**src/rtl/ow_pu_pkg.sv**
```systemverilog
package ow_pu_pkg;
  typedef enum logic [2:0] {
    ST_IDLE,
    ST_R_ARM,
    ST_R_TIMED,
    ST_R_REARM,
    ST_R_HOLD,
    ST_S_ARM,
    ST_S_HOLD,
    ST_STRONG
  } pu_state_e;

  function automatic logic pu_drives(input pu_state_e s);
    return (s == ST_R_TIMED) || (s == ST_R_HOLD) ||
           (s == ST_S_HOLD) || (s == ST_STRONG);
  endfunction
endpackage

```
**src/rtl/ow_pu_rise.sv**
```systemverilog
module ow_pu_rise #(
  parameter int STAGES = 2
) (
  input  logic clk,
  input  logic rst,
  input  logic line_hi,
  output logic rise
);
  logic [STAGES-1:0] sync_q;
  logic              prev_q;

  generate
    if (STAGES == 1) begin : g_one
      always_ff @(posedge clk) begin
        if (rst) sync_q <= '0;
        else     sync_q <= line_hi;
      end
    end else begin : g_many
      always_ff @(posedge clk) begin
        if (rst) sync_q <= '0;
        else     sync_q <= {sync_q[STAGES-2:0], line_hi};
      end
    end
  endgenerate

  always_ff @(posedge clk) begin
    if (rst) prev_q <= 1'b0;
    else     prev_q <= sync_q[STAGES-1];
  end

  assign rise = sync_q[STAGES-1] & ~prev_q;
endmodule

```
**src/rtl/ow_pu_timer.sv**
```systemverilog
module ow_pu_timer #(
  parameter int STD_CYC = 312,
  parameter int OD_CYC  = 62,
  localparam int CW = $clog2(STD_CYC + 1)
) (
  input  logic clk,
  input  logic rst,
  input  logic load,
  input  logic od,
  output logic done
);
  localparam logic [CW-1:0] STD_LD = CW'(STD_CYC - 1);
  localparam logic [CW-1:0] OD_LD  = CW'(OD_CYC - 1);

  logic [CW-1:0] cnt_q;

  always_ff @(posedge clk) begin
    if (rst)               cnt_q <= '0;
    else if (load)         cnt_q <= od ? OD_LD : STD_LD;
    else if (cnt_q != '0)  cnt_q <= cnt_q - 1'b1;
  end

  assign done = (cnt_q == '0);
endmodule

```
**src/rtl/ow_pu_strong.sv**
```systemverilog
module ow_pu_strong (
  input  logic clk,
  input  logic rst,
  input  logic arm,
  input  logic cancel,
  input  logic consume,
  output logic armed
);
  always_ff @(posedge clk) begin
    if (rst || cancel || consume) armed <= 1'b0;
    else if (arm)                 armed <= 1'b1;
  end
endmodule

```
**src/rtl/ow_pullup_ctrl.sv**
```systemverilog
module ow_pullup_ctrl
  import ow_pu_pkg::*;
#(
  parameter int CLK_MHZ     = 125,
  parameter int APU_NS_STD  = 2500,
  parameter int APU_NS_OD   = 500,
  parameter int SYNC_STAGES = 2
) (
  input  logic clk,
  input  logic rst,
  input  logic speed_od,
  input  logic rst_low_end,
  input  logic rst_high_end,
  input  logic slot_low_end,
  input  logic last_slot,
  input  logic slot_end,
  input  logic line_hi,
  input  logic pd_en,
  input  logic apu_en,
  input  logic spu_arm,
  input  logic spu_disable,
  input  logic cmd_start,
  input  logic mst_rst,
  output logic pu_en
);
  localparam int STD_CYC = (APU_NS_STD * CLK_MHZ) / 1000;
  localparam int OD_CYC  = (APU_NS_OD * CLK_MHZ) / 1000;

  pu_state_e st_q, st_d;
  logic      rise, tmr_load, tmr_done;
  logic      spu_armed, spu_pend, spu_consume;
  logic      strong_q, pu_q;

  ow_pu_rise #(.STAGES(SYNC_STAGES)) u_rise (
    .clk(clk), .rst(rst), .line_hi(line_hi), .rise(rise)
  );

  ow_pu_timer #(.STD_CYC(STD_CYC), .OD_CYC(OD_CYC)) u_tmr (
    .clk(clk), .rst(rst), .load(tmr_load), .od(speed_od), .done(tmr_done)
  );

  assign spu_pend    = spu_armed & last_slot;
  assign spu_consume = (st_q == ST_STRONG) && (st_d != ST_STRONG);

  ow_pu_strong u_spu (
    .clk(clk), .rst(rst), .arm(spu_arm), .cancel(spu_disable | mst_rst),
    .consume(spu_consume), .armed(spu_armed)
  );

  always_comb begin
    st_d     = st_q;
    tmr_load = 1'b0;
    case (st_q)
      ST_IDLE: begin
        if (rst_low_end && apu_en)                   st_d = ST_R_ARM;
        else if (slot_low_end && (apu_en || spu_pend)) st_d = ST_S_ARM;
      end
      ST_R_ARM: begin
        if (rst_high_end) st_d = ST_IDLE;
        else if (rise) begin
          st_d     = ST_R_TIMED;
          tmr_load = 1'b1;
        end
      end
      ST_R_TIMED: begin
        if (rst_high_end)  st_d = ST_IDLE;
        else if (tmr_done) st_d = ST_R_REARM;
      end
      ST_R_REARM: begin
        if (rst_high_end) st_d = ST_IDLE;
        else if (rise)    st_d = ST_R_HOLD;
      end
      ST_R_HOLD: if (rst_high_end) st_d = ST_IDLE;
      ST_S_ARM: begin
        if (slot_end)  st_d = ST_IDLE;
        else if (rise) st_d = strong_q ? ST_STRONG : ST_S_HOLD;
      end
      ST_S_HOLD: if (slot_end) st_d = ST_IDLE;
      ST_STRONG: if (cmd_start || spu_disable) st_d = ST_IDLE;
      default: st_d = ST_IDLE;
    endcase
    if (mst_rst) st_d = ST_IDLE;
  end

  always_ff @(posedge clk) begin
    if (rst) begin
      st_q     <= ST_IDLE;
      strong_q <= 1'b0;
      pu_q     <= 1'b0;
    end else begin
      st_q <= st_d;
      pu_q <= pu_drives(st_d);
      if (st_q == ST_IDLE && st_d == ST_S_ARM) strong_q <= spu_pend;
      else if (st_d == ST_IDLE)                strong_q <= 1'b0;
    end
  end

  assign pu_en = pu_q & ~pd_en;
endmodule

```
**config.mk**
```make
export PLATFORM = sky130hd
export DESIGN_NAME = ow_pullup_ctrl
export DESIGN_NICKNAME = d
export VERILOG_FILES = /design/src/rtl/ow_pu_pkg.sv /design/src/rtl/ow_pu_rise.sv /design/src/rtl/ow_pu_timer.sv /design/src/rtl/ow_pu_strong.sv /design/src/rtl/ow_pullup_ctrl.sv
export SDC_FILE = /design/constraint.sdc
export NUM_CORES = 1
export LEC_CHECK = 0
export BUFFER_PORTS_ARGS = -buffer_cell sky130_fd_sc_hd__clkbuf_2
export CAP_MARGIN = 20
export CORE_ASPECT_RATIO = 0.7
export CORE_MARGIN = 8
export CORE_UTILIZATION = 54
export DETAILED_ROUTE_END_ITERATION = 8
export HOLD_SLACK_MARGIN = 0.02
export PLACE_DENSITY = 0.76
export SLEW_MARGIN = 20
export SYNTH_ARGS = -nofsm -noshare
export SYNTH_HDL_FRONTEND = slang
export SYNTH_SLANG_ARGS = --single-unit
```
**constraint.sdc**
```tcl
create_clock -name clk -period 2.52 [get_ports clk]
set_input_delay 0.126 -clock clk [delete_from_list [all_inputs] [get_ports clk]]
set_output_delay 0.126 -clock clk [all_outputs]
set_load 0.03 [all_outputs]
```
Word level (Yosys, flattened, before mapping)

Cells that the tools add are included.

Mux-type cells: 24
Add/sub/neg operators: 1
Reduce and logical (&&, ||, !) cells: 17
Bitwise operators: 6
Equal/unequal tests: 13

Operators with widths:

| kind                  | count |
|---|---|
| $mux W3               | 14 |
| $mux W9               | 3 |
| $eq A3 B3 Y1 const B  | 8 |
| $pmux W3 S8           | 1 |
| $eq A3 B2 Y1 const B  | 3 |
| $logic_not A9 Y1      | 1 |
| $reduce_bool A9 Y1    | 1 |
| $sub A9 B1 Y9 const B | 1 |
| $logic_or A1 B1 Y1    | 7 |
| $logic_not A3 Y1      | 2 |
| $mux W1               | 6 |
| $logic_and A1 B1 Y1   | 4 |
| $reduce_bool A2 Y1    | 2 |
| $and A1 B1 Y1         | 3 |
| $eq A3 B1 Y1 const B  | 1 |
| $ne A3 B3 Y1 const B  | 1 |
| $not A1 Y1            | 2 |
| $or A1 B1 Y1          | 1 |

Register bits after elaboration: 18
Logic and storage cells: 68

Depth between registers and ports, before layout

Depth in word-level cells: 11
Mapped depth: 8

Cells and area by module

From an unflattened synthesis, not the netlist that was laid out.

Cells, all modules: 128
Area total of the unflattened synthesis: 1133.6 um^2

By module, submodules not included:

| module         | cells an instance | instances | area each (um^2) | seq. area each (um^2) |
|---|---|---|---|---|
| ow_pullup_ctrl | 59                | 1         | 509.2            | 100.1 |
| ow_pu_timer    | 59                | 1         | 500.5            | 180.2 |
| ow_pu_rise     | 7                 | 1         | 87.6             | 60.1 |
| ow_pu_strong   | 3                 | 1         | 36.3             | 20.0 |

Worst setup path before layout

No wires, ideal clock.

Path type: flip-flop to flip-flop
Start: reg u_tmr.cnt_q[0]
End: reg pu_q
Period minus slack after synthesis: 1993 ps
Slack: 527 ps
Cell stages (with the launch flop): 9
Buffers on the path: 1
Data arrival time: 1878 ps
Cell sequence: dfxtp_1 > inv_1 > ha_1 > or4b_1 > or2_1 > buf_6 > o41ai_4 > o211ai_2 > a31o_1

Word-level cells in the longest chain between the ends: 9
Elaborated cells on any way between the ends: 12
Those cells by class: 4 x eq/ne; 4 x mux; 4 x reduce/logical

RTL lines:

| element                                             | RTL line             | RTL |
|---|---|---|
| start: declaration                                  | ow_pu_timer.sv:15    | `logic [CW-1:0] cnt_q;` |
| start signal: assignment                            | ow_pu_timer.sv:19    | `else if (load) cnt_q <= od ? OD_LD : STD_LD;` |
| start signal: assignment                            | ow_pu_timer.sv:20    | `else if (cnt_q != '0) cnt_q <= cnt_q - 1'b1;` |
| $logic_not A9 Y1 (*)                                | ow_pu_timer.sv:23    | `assign done = (cnt_q == '0);` |
| $mux W3 (*)                                         | ow_pullup_ctrl.sv:67 | `else if (tmr_done) st_d = ST_R_REARM;` |
| $mux W3 (*)                                         | ow_pullup_ctrl.sv:66 | `if (rst_high_end) st_d = ST_IDLE;` |
| $pmux W3 S8 (*)                                     | ow_pullup_ctrl.sv:53 | `case (st_q)` |
| $mux W3 (*)                                         | ow_pullup_ctrl.sv:82 | `if (mst_rst) st_d = ST_IDLE;` |
| $eq A3 B2 Y1 / $eq A3 B3 Y1 (equally long branches) | ow_pu_pkg.sv:14      | `return (s == ST_R_TIMED) \|\| (s == ST_R_HOLD) \|\|` |
| $logic_or A1 B1 Y1 (2 in a row)                     | ow_pu_pkg.sv:14      |  |
| $logic_or A1 B1 Y1 (*)                              | ow_pu_pkg.sv:15      | `(s == ST_S_HOLD) \|\| (s == ST_STRONG);` |
| end signal: assignment                              | ow_pullup_ctrl.sv:92 | `pu_q <= pu_drives(st_d);` |
| end: declaration                                    | ow_pullup_ctrl.sv:32 | `logic strong_q, pu_q;` |

Mark *: on every way between the ends. The rest lies on a longest branch, timed or not.
A chain may end at the register's enable or synchronous reset.

Worst setup path after layout

Same ends and word-level chain as after synthesis.

==> impl_metrics.tcl <==
set metrics [dict create \
    dr.pass1.iters 4 \
    max_freq_mhz 465 \
    grt_pass1_wl_um 3420 \
    max-clock-path-buffers 2 \
    antenna_found_initial 0 \
    synth_top_cell_by_area "dfxtp_1" \
    critPathLaunchType "register" \
    hold_class "in -> reg" \
    grt_max_degree 17 \
    end_kind "register" \
    ctsResizeCount 0 \
    drt-total-wl_um 2130 \
    clk_pin_slew_ps 110 \
    hold_depth 2 \
    post_layout_nonfiller_instances 154 \
    cap_violations 0 \
    cts_buffers 3 \
    vdd_ir_drop_max_v 0.000791 \
    finalMaxSlewViolations 0 \
    overflow 0 \
    ys_ff_latch 18 \
    drtIter0Drc 53 \
    r2r_start "u_tmr.cnt_q[0]" \
    skew_ps 10.9 \
    synthArstFlopShare_pct 0 \
    worst_pin_slew_ps 595 \
    finalHoldViolCount 0 \
    die_x_um 68.3 \
    postCtsSetupBuffers 0 \
    reg2reg_depth 7 \
    vias 867 \
    avgSynthCellArea_sq_um 8.91 \
    clkLatencyLatePin_ps 290 \
    rows 13 \
    fin_crit_sh_pct 85.4 \
    dp_cells 150 \
    ant_nets 0 \
    wl_per_cell_um 13.8 \
    cts_tree "yes" \
    start_util_pct 56.2 \
    clock_sinks 18 \
    final_nets 150 \
    rrSetupSlack_ps 370 \
    period_needed_ps 2150 \
    synth_top_area_share_pct 34.9 \
    numPortBuffers 15 \
    power_density_nw_per_um2 907 \
    yosysSeqAreaShare_pct 34.9 \
    pin_count 16 \
    synth_most_common_cell "dfxtp_1" \
    rsz0062_at_grt "false" \
    grt_pass1_vias 744 \
    slew_headroom_pct 59.8 \
    synth_common_cells "dfxtp_1 (18), nor2_1 (10), a21oi_1 (9), inv_1 (6), xor2_1 (6)" \
    synth_flop_cell "dfxtp_1" \
    worstReg2RegEnd "pu_q" \
    setup_viol 0 \
    viasPerCell 5.63 \
    synth-edff-count 0 \
    crit_arrival_ps 2340 \
    track_usage_pct 12.4 \
    fill_cells 169 \
    whs_ps 53.7 \
    antenna_cells 0 \
    syn_to_final_growth_pct 11.3 \
    dp_hpwl_um 1680 \
    cts-root-buf "clkbuf_4" \
    ys_types 45 \
    p_leak_uw 0.000469 \
    ctsHoldBuffers 0 \
    fp.dieH_um 52.6 \
    syn-cell-area_sq_um 1030 \
    status "completed" \
    htree_levels 1 \
    yosys_warnings 0 \
    fin_total_pwr_uw 1040 \
    setup.worst_path.start "u_tmr.cnt_q[0]" \
    synthCells 116 \
    final.setup.tns_ps 0 \
    crit_type "reg -> reg" \
    core-area_sq_um 1840 \
    routabilityCongestion 0.903 \
    crit_path_max_fanout 9 \
    cp.required_ps 2710 \
    syn_nets 133 \
    drc_errors 0 \
    min_to "u_rise.sync_q[0]" \
    hp-start "line_hi" \
    layout-drive-gt1-share_pct 22.0 \
    dieArea_sq_um 3590 \
    synth_area_leaders "dfxtp_1 (35%), xor2_1 (5.1%), a21oi_1 (4.4%)" \
]
[logic make-up after synthesis]
| kind of cell | count (synthesis) | synth area share (%) |
|---|---|---|
| AND/OR/NAND/NOR | 51 | 30.4 |
| adder cells (fa/ha/maj) | 2 | 2.42 |
| multiplexers | 1 | 0.969 |
| XOR/XNOR | 9 | 7.63 |
| AO/OA/AOI/OAI | 24 | 18.3 |
| buffers and inverters | 11 | 5.45 |
| flip-flops | 18 | 34.9 |
[metal layers]
metal  part of all wire, %  GRT usage [%]  up-vias
li1                      -              -      450
met1                    55           19.4      395
met2                    38           15.1       20
met3                   6.2           4.70        2
met4                  0.61           2.03        0
met5                     0              0        -
[metrics by stage]
stage | setup slack (ps) | utilization (%) | area (sq um)
after CTS | 379 | 62.6 | 1150
after global routing | 241 | 62.6 | 1150
final | 367 | 62.6 | 1150
after detailed placement | 406 | 60.6 | 1110
after floorplan | 527 | - | 1030
after global placement | 441 | 60.6 | 1110
[report_power, final]
group	internal [uW]	switching (uW)	total, uW
combinational	218	247	465
clock	88.0	87.4	175
sequential	348	54.4	403
total	655	388	1040
[how the worst max path moves through the flow]
stage / end
final: pu_q
after floorplan: pu_q
after global placement: pu_q
after detailed placement: pu_q
after CTS: pu_q
after global routing: pu_q
[registers in the layout (all words and copies together) (netlist names)]
name / count
pu_q: 1
st_q: 3
strong_q: 1
u_rise.prev_q: 1
u_rise.sync_q: 2
u_spu.armed: 1
u_tmr.cnt_q: 9
[layout by cell type (no fill, tap or decap), types with 3 or more instances in the layout]
cell type / netlist / final
nor2_1: 10 / 10
inv_1: 6 / 6
nand2_1: 3 / 3
xor2_1: 6 / 6
nor3_1: 5 / 5
dfxtp_1: 18 / 18
nor2b_1: 5 / 5
xnor2_1: 3 / 3
clkbuf_2: 0 / 15
nand3_1: 5 / 5
clkbuf_4: 0 / 3
a21oi_1: 9 / 9
[worst max-delay path: stages, from the launching register on]
cell      delay [ps]
dfxtp_1          340
inv_1            110
ha_1             140
or4b_1           450
or2_1            360
o41ai_4          250
o211ai_2         160
a31o_1           240
[area by class of cell]
type                            instances  area [sq um]  area share, %
Clock buffer                            4          36.3           3.16
Inverter                                7          26.3           2.29
Multi-Input combinational cell         87           617           53.6
Sequential cell                        18           360           31.3
Tap cell                               22          27.5           2.39
Timing Repair Buffer                   16          82.6           7.18
Power figures use the tool's default switching activity.
